**config.mk**
```make
export PLATFORM = sky130hd
export DESIGN_NAME = rxstat_encoder
export DESIGN_NICKNAME = d
export VERILOG_FILES = /design/src/rtl/rxstat_pkg.sv /design/src/rtl/rxstat_req_build.sv /design/src/rtl/rxstat_rank_arbiter.sv /design/src/rtl/rxstat_code_reg.sv /design/src/rtl/rxstat_encoder.sv
export SDC_FILE = /design/constraint.sdc
export NUM_CORES = 1
export LEC_CHECK = 0
export BUFFER_PORTS_ARGS = -buffer_cell sky130_fd_sc_hd__buf_2
export CAP_MARGIN = 20
export CORE_AREA = 2 2 39 41
export DETAILED_ROUTE_END_ITERATION = 7
export DIE_AREA = 0 0 41 43
export HOLD_SLACK_MARGIN = 0.1
export PLACE_DENSITY = 0.38
export SETUP_SLACK_MARGIN = 0.05
export SLEW_MARGIN = 20
export SYNTH_ARGS = -nofsm -noshare
export SYNTH_HDL_FRONTEND = slang
export SYNTH_SLANG_ARGS = --single-unit
```
**constraint.sdc**
```tcl
create_clock -name clk -period 1.03 [get_ports clk]
set_input_delay 0.2575 -clock clk [delete_from_list [all_inputs] [get_ports clk]]
set_output_delay 0.2575 -clock clk [all_outputs]
set_load 0.005 [all_outputs]
```
**src/rtl/rxstat_pkg.sv**
```systemverilog
package rxstat_pkg;

    localparam int unsigned STATUS_W  = 3;
    localparam int unsigned NUM_RANKS = 7;

    typedef enum logic [STATUS_W-1:0] {
        ST_OK       = 3'b000,
        ST_SKP_ADD  = 3'b001,
        ST_SKP_DEL  = 3'b010,
        ST_DETECTED = 3'b011,
        ST_DEC_ERR  = 3'b100,
        ST_OVF      = 3'b101,
        ST_UDF      = 3'b110,
        ST_DISP     = 3'b111
    } rx_status_e;

    typedef struct packed {
        logic dec_err;
        logic ovf_err;
        logic udf_err;
        logic disp_err;
        logic det_result;
        logic det_window;
        logic skp_added;
        logic skp_removed;
    } rx_flags_t;

    // Rank 0 is the most urgent condition.
    function automatic rx_status_e rank_code(input int unsigned rank);
        case (rank)
            0:       return ST_DEC_ERR;
            1:       return ST_OVF;
            2:       return ST_UDF;
            3:       return ST_DISP;
            4:       return ST_DETECTED;
            5:       return ST_SKP_ADD;
            6:       return ST_SKP_DEL;
            default: return ST_OK;
        endcase
    endfunction

endpackage

```
**src/rtl/rxstat_req_build.sv**
```systemverilog
module rxstat_req_build
    import rxstat_pkg::*;
(
    input  rx_flags_t              flags,
    output logic [NUM_RANKS-1:0]   req
);
    // The detect result counts only inside the detect window.
    logic det_qual;

    always_comb begin
        det_qual = flags.det_result & flags.det_window;
        req      = '0;
        req[0]   = flags.dec_err;
        req[1]   = flags.ovf_err;
        req[2]   = flags.udf_err;
        req[3]   = flags.disp_err;
        req[4]   = det_qual;
        req[5]   = flags.skp_added;
        req[6]   = flags.skp_removed;
    end

    always_comb begin
        if (!flags.det_window)
            assert_detect_gated_R7: assert (!req[4])
                else $error("detect request outside window");
    end

endmodule

```
**src/rtl/rxstat_rank_arbiter.sv**
```systemverilog
module rxstat_rank_arbiter #(
    parameter int unsigned N = 7
) (
    input  logic [N-1:0] req,
    output logic [N-1:0] grant
);
    // Fixed priority: the lowest index wins.
    genvar i;
    generate
        for (i = 0; i < N; i++) begin : g_rank
            if (i == 0) begin : g_top
                assign grant[i] = req[i];
            end else begin : g_rest
                assign grant[i] = req[i] & ~(|req[i-1:0]);
            end
        end
    endgenerate

    always_comb begin
        assert_single_grant_R4: assert ($onehot0(grant))
            else $error("more than one rank granted");
        assert_grant_when_req_R3: assert ((|req) == (|grant))
            else $error("grant presence does not follow requests");
    end

endmodule

```
**src/rtl/rxstat_code_reg.sv**
```systemverilog
module rxstat_code_reg
    import rxstat_pkg::*;
(
    input  logic                  clk,
    input  logic                  rst,
    input  logic                  sym_vld,
    input  logic [NUM_RANKS-1:0]  grant,
    output rx_status_e            code_q,
    output logic                  vld_q
);
    logic [STATUS_W-1:0] code_n;

    always_comb begin
        code_n = '0;
        for (int unsigned r = 0; r < NUM_RANKS; r++) begin
            if (grant[r])
                code_n = code_n | STATUS_W'(rank_code(r));
        end
    end

    always_ff @(posedge clk) begin
        if (rst) begin
            code_q <= ST_OK;
            vld_q  <= 1'b0;
        end else begin
            vld_q <= sym_vld;
            if (sym_vld)
                code_q <= rx_status_e'(code_n);
        end
    end

    assert_reset_clears_R1: assert property (@(posedge clk)
        rst |=> (code_q == ST_OK && !vld_q));

endmodule

```
**src/rtl/rxstat_encoder.sv**
```systemverilog
module rxstat_encoder
    import rxstat_pkg::*;
(
    input  logic                clk,
    input  logic                rst,
    input  logic                sym_vld,
    input  logic                dec_err,
    input  logic                ovf_err,
    input  logic                udf_err,
    input  logic                disp_err,
    input  logic                det_result,
    input  logic                det_window,
    input  logic                skp_added,
    input  logic                skp_removed,
    output logic [STATUS_W-1:0] status,
    output logic                status_vld
);
    rx_flags_t             flags;
    logic [NUM_RANKS-1:0]  req;
    logic [NUM_RANKS-1:0]  grant;
    rx_status_e            code_q;

    always_comb begin
        flags.dec_err     = dec_err;
        flags.ovf_err     = ovf_err;
        flags.udf_err     = udf_err;
        flags.disp_err    = disp_err;
        flags.det_result  = det_result;
        flags.det_window  = det_window;
        flags.skp_added   = skp_added;
        flags.skp_removed = skp_removed;
    end

    rxstat_req_build u_req (
        .flags (flags),
        .req   (req)
    );

    rxstat_rank_arbiter #(.N(NUM_RANKS)) u_arb (
        .req   (req),
        .grant (grant)
    );

    rxstat_code_reg u_reg (
        .clk     (clk),
        .rst     (rst),
        .sym_vld (sym_vld),
        .grant   (grant),
        .code_q  (code_q),
        .vld_q   (status_vld)
    );

    assign status = code_q;

    assert_strobe_follows_R2: assert property (@(posedge clk) disable iff (rst)
        1'b1 |=> (status_vld == $past(sym_vld)));

    assert_decode_wins_R4: assert property (@(posedge clk) disable iff (rst)
        (sym_vld && dec_err) |=> (status == 3'b100));

    assert_decode_over_disp_R5: assert property (@(posedge clk) disable iff (rst)
        (sym_vld && dec_err && disp_err) |=> (status == 3'b100));

    assert_detect_over_skip_R6: assert property (@(posedge clk) disable iff (rst)
        (sym_vld && det_window && det_result && !dec_err && !ovf_err
         && !udf_err && !disp_err) |=> (status == 3'b011));

    assert_skip_add_first_R8: assert property (@(posedge clk) disable iff (rst)
        (sym_vld && skp_added && !dec_err && !ovf_err && !udf_err && !disp_err
         && !(det_window && det_result)) |=> (status == 3'b001));

    assert_hold_idle_R9: assert property (@(posedge clk) disable iff (rst)
        !sym_vld |=> ($stable(status) && !status_vld));

endmodule

```
; ---- Word level (Yosys, flattened, before mapping)
; Cells that the tools add are included.
[totals]
ff_bits = 4
inputBits = 11
out_inout_bits = 4
wordCells = 39
[classes]
mux = 13
bitwise = 19
n_reduce_logical = 5
[op_table]
columns = cell, count
row1 = $mux W3, 13
row2 = $or A3 B3 Y3, 6
row3 = $and A1 B1 Y1, 7
row4 = $not A1 Y1, 6
row5 = $reduce_or A6 Y1, 1
row6 = $reduce_or A5 Y1, 1
row7 = $reduce_or A4 Y1, 1
row8 = $reduce_or A3 Y1, 1
row9 = $reduce_or A2 Y1, 1

; ---- Longest topological paths before layout
[depth]
depth_word = 15
mapped_depth = 4
ltp_nobuf = 3

; ---- By module
; A second synthesis with hierarchy kept.
[hier_totals]
cells_unflattened = 31
hier_area_um2 = 269.0
[by_module_without_submodules]
columns = mod, n_inst, cells_each, area_each_um2, seq_area_each_um2
row1 = rxstat_code_reg, 1, 14, 138.9, 80.1
row2 = rxstat_rank_arbiter, 1, 9, 71.3, 0.0
row3 = rxstat_req_build, 1, 8, 58.8, 0.0

; ---- Worst setup path before layout
; Ideal clock, no wire load.
[synth_path]
kind = in2reg
start = in udf_err
end = reg u_reg.code_q[0]
setup_ns = 0.087
arrival_time_ns = 0.692
required_time_ns = 0.943
slack_ns = 0.251
cell_stages = 3
path_buffers = 0
path_cell_list = nor4_2 -> nand3_1 -> o31ai_1
[synth_between]
elab_chain_cells = 10
elab_cells_between_ends = 22
classes_between = mux (5) / bitwise (13) / reduce/logical (4)
[synth_rtl]
columns = item, line_no
row1 = "start, declared", rxstat_encoder.sv:9  ; input logic udf_err,
row2 = $and A1 B1 Y1 / $reduce_or A3 Y1 (equally long branches), rxstat_rank_arbiter.sv:14  ; assign grant[i] = req[i] & ~(|req[i-1:0]);
row3 = $mux W3 / $not A1 Y1 (equally long branches), "rxstat_code_reg.sv:16, rxstat_rank_arbiter.sv:14"
row4 = $or A3 B3 Y3 / $and A1 B1 Y1 (equally long branches), "rxstat_code_reg.sv:17, rxstat_rank_arbiter.sv:14"
row5 = $mux W3, rxstat_code_reg.sv:16  ; if (grant[r])
row6 = $or A3 B3 Y3, rxstat_code_reg.sv:17  ; code_n = code_n | STATUS_W'(rank_code(r));
row7 = $mux W3, rxstat_code_reg.sv:16
row8 = $or A3 B3 Y3, rxstat_code_reg.sv:17
row9 = $mux W3, rxstat_code_reg.sv:16
row10 = $or A3 B3 Y3, rxstat_code_reg.sv:17
row11 = $mux W3 (*), rxstat_code_reg.sv:16
row12 = "end signal, assigned", rxstat_code_reg.sv:28  ; code_q <= rx_status_e'(code_n);
row13 = "end, declared", rxstat_code_reg.sv:8  ; output rx_status_e code_q,
; Mark *: on every way between the ends. The rest lies on a longest branch, timed or not.
; A chain may end at the register's enable or synchronous reset.

; ---- Worst setup path after layout
[layout_path]
start = reg u_reg.code_q[1]
end = out status[1]
[layout_rtl]
columns = item, line_no
row1 = "end, declared", rxstat_encoder.sv:15  ; output logic [STATUS_W-1:0] status,
; No word-level cell between the ends.

==> results.sh <==
export IMPL_cpPeakStageDelay_ns=0.32
export IMPL_wl_per_cell_um=9.755
export IMPL_vias=216
export IMPL_grt_antenna_before_repair=0
export IMPL_synth_distinct_cells=15
export IMPL_path_buf_inv=1
export IMPL_first_pass_iters=4
export IMPL_crit_cells=1
export IMPL_core_area_um2=1384
export IMPL_yosys_register_bits=4
export IMPL_root_buffer="clkbuf_4"
export IMPL_grt_pass1_wl_um=793
export IMPL_post_cts_buffers=0
export IMPL_synthCells=21
export IMPL_post_place_ws_ns=0.04925
export IMPL_worstMarginPinSlew_ns=0.2777
export IMPL_holdPathStages=2
export IMPL_start_util_pct=14.20
export IMPL_layout_nets=50
export IMPL_syn_num_nets=32
export IMPL_area_growth_pct=53.50
export IMPL_max_freq_mhz=1090
export IMPL_avgSynthCellArea_um2=9.354
export IMPL_drc=0
export IMPL_ys_seq_area_share_pct=40.76
export IMPL_drive_above_1_share_pct=48.65
export IMPL_final_antenna_net_count=0
export IMPL_port_buffers=14
export IMPL_timing_final_crit_share_pct=89.04
export IMPL_grt_ovfl_total=0
export IMPL_cp_top_family="flip-flops"
export IMPL_r2r_start="u_reg.code_q[0]"
export IMPL_grt_pass1_vias=214
export IMPL_synthesis_area_um2=196.4
export IMPL_setup_violations=0
export IMPL_slew_viol_final=0
export IMPL_p_leak_uw=0.0001393
export IMPL_final_hold_viol_count=0
export IMPL_setup_worst_path_class="reg -> out"
export IMPL_fin_setup_tns_ns=0
export IMPL_worstRegToRegCells=2
export IMPL_vias_per_cell=4.075
export IMPL_crit_path_top_delay_cell="dfxtp_1"
export IMPL_clockBufferDepth=2
export IMPL_end_kind="output port"
export IMPL_postCtsResizedCells=0
export IMPL_crit_arrival_ns=0.66
export IMPL_worstSkewPairLatency_ns=0.23
export IMPL_hold_buffers=0
export IMPL_dieArea_um2=1763
export IMPL_status="complete, no violations"
export IMPL_reg2reg_to="u_reg.code_q[0]"
export IMPL_power_density_nw_per_um2=1405
export IMPL_cap_violations=0
export IMPL_fin_skew_ns=0
export IMPL_num_io_pins=15
export IMPL_hold_path_class="in -> reg"
export IMPL_slew_headroom_pct=81.33
export IMPL_antennaDiodeCount=0
export IMPL_grt_total_usage_pct=7.515
export IMPL_yosysWarnings=0
export IMPL_drt_iter0_drc=1
export IMPL_die_w_um=41
export IMPL_wirelength_um=517
export IMPL_fin_ws_ns=0.1129
export IMPL_cts_buffers=3
export IMPL_required_ns=0.77
export IMPL_vdd_ir_drop_max_mv=0.3117
export IMPL_htree_num_levels=1
export IMPL_path_cells="buf_2"
export IMPL_grt_max_degree=9
export IMPL_die_y_um=43
export IMPL_rows=14
export IMPL_cts_tree="built"
export IMPL_cts_sinks=4
export IMPL_startpoint_type="flop"
export IMPL_place_congestion=0.7280
export IMPL_cp_max_fo=2
export IMPL_ff2ff_setup_slack_ns=0.36
export IMPL_min_from="rst"
export IMPL_min_to="u_reg.code_q[2]"
export IMPL_fin_crit_ns=0.9171
export IMPL_rsz0062_at_grt="no"
export IMPL_clk_pin_slew_ns=0.04
-- layout make-up --
cell class                      instances  area, um2
Multi-Input combinational cell         16      108.9
Fill cell                             166       1082
Clock buffer                            3      22.52
Timing Repair Buffer                   14      70.07
Tap cell                               16      20.02
Sequential cell                         4      80.08
-- where the power goes --
part	switching (uW)	internal, uW	total (uW)
registers	3.64	165	169
clock network	59.9	130	190
logic	30.8	33.9	64.7
-- how the worst max path moves through the flow --
stage | startpoint | end | slack (ns)
after global routing | u_reg.code_q[1] | status[1] | 0.06
after detailed placement | udf_err | u_reg.code_q[0] | 0.05
after floorplan | udf_err | u_reg.code_q[0] | 0.25
final | u_reg.code_q[1] | status[1] | 0.11
after global placement | udf_err | u_reg.code_q[0] | 0.1
after CTS | u_reg.code_q[1] | status[1] | 0.1
-- layout by cell type (no fill, tap or decap), drive strengths merged, types with 2 or more instances in the layout --
master	instances
clkbuf	3
nor2b	2
a211oi	2
buf	14
dfxtp	4
nor2	2
-- registers in the layout, indices dropped and copies added, names as in the netlist --
register and flops:
u_reg.vld_q 1, u_reg.code_q 3
-- stage by stage --
stage	total power [uW]	cell area [um2]	utilization (%)	hold slack (ns)	cells
6_report	423.6	301.5	21.79	0.2522	53
5_1_grt	459.1	301.5	21.79	0.2363	53
4_1_cts	439.1	301.5	21.79	0.2394	53
3_5_place_dp	237.0	279.0	20.16	0.4785	50
3_3_place_gp	236.3	279.0	20.16	0.4915	50
2_1_floorplan	199.7	196.4	-	0.3303	21
-- metal layers --
layer | GRT usage [%] | routed length, um
met5 | 0 | 0
met4 | 10.00 | 0
met3 | 3.141 | 75
met2 | 9.375 | 238
met1 | 7.668 | 203
-- Yosys cell counts, drive strengths merged --
cell type	n	share of area (%)
a21o	1	3.8
nand2	1	1.9
o31ai	1	3.8
nor2	2	3.8
nor2b	2	6.4
nand3	1	2.5
buf	1	3.8
mux2i	1	5.1
nand2b	1	3.2
nor3b	1	3.8
a311oi	1	4.5
dfxtp	4	41
a211oi	2	7.6
o21ai	1	2.5
nor4	1	6.4
-- kinds of logic after synthesis --
| kind of cell | share of synthesized area (%) |
|---|---|
| AND/OR/NAND/NOR | 28.02 |
| buffers and inverters | 3.823 |
| multiplexers | 5.096 |
| AO/OA/AOI/OAI | 22.29 |
| flip-flops | 40.77 |
No activity file was read; power rests on OpenSTA's default activity.
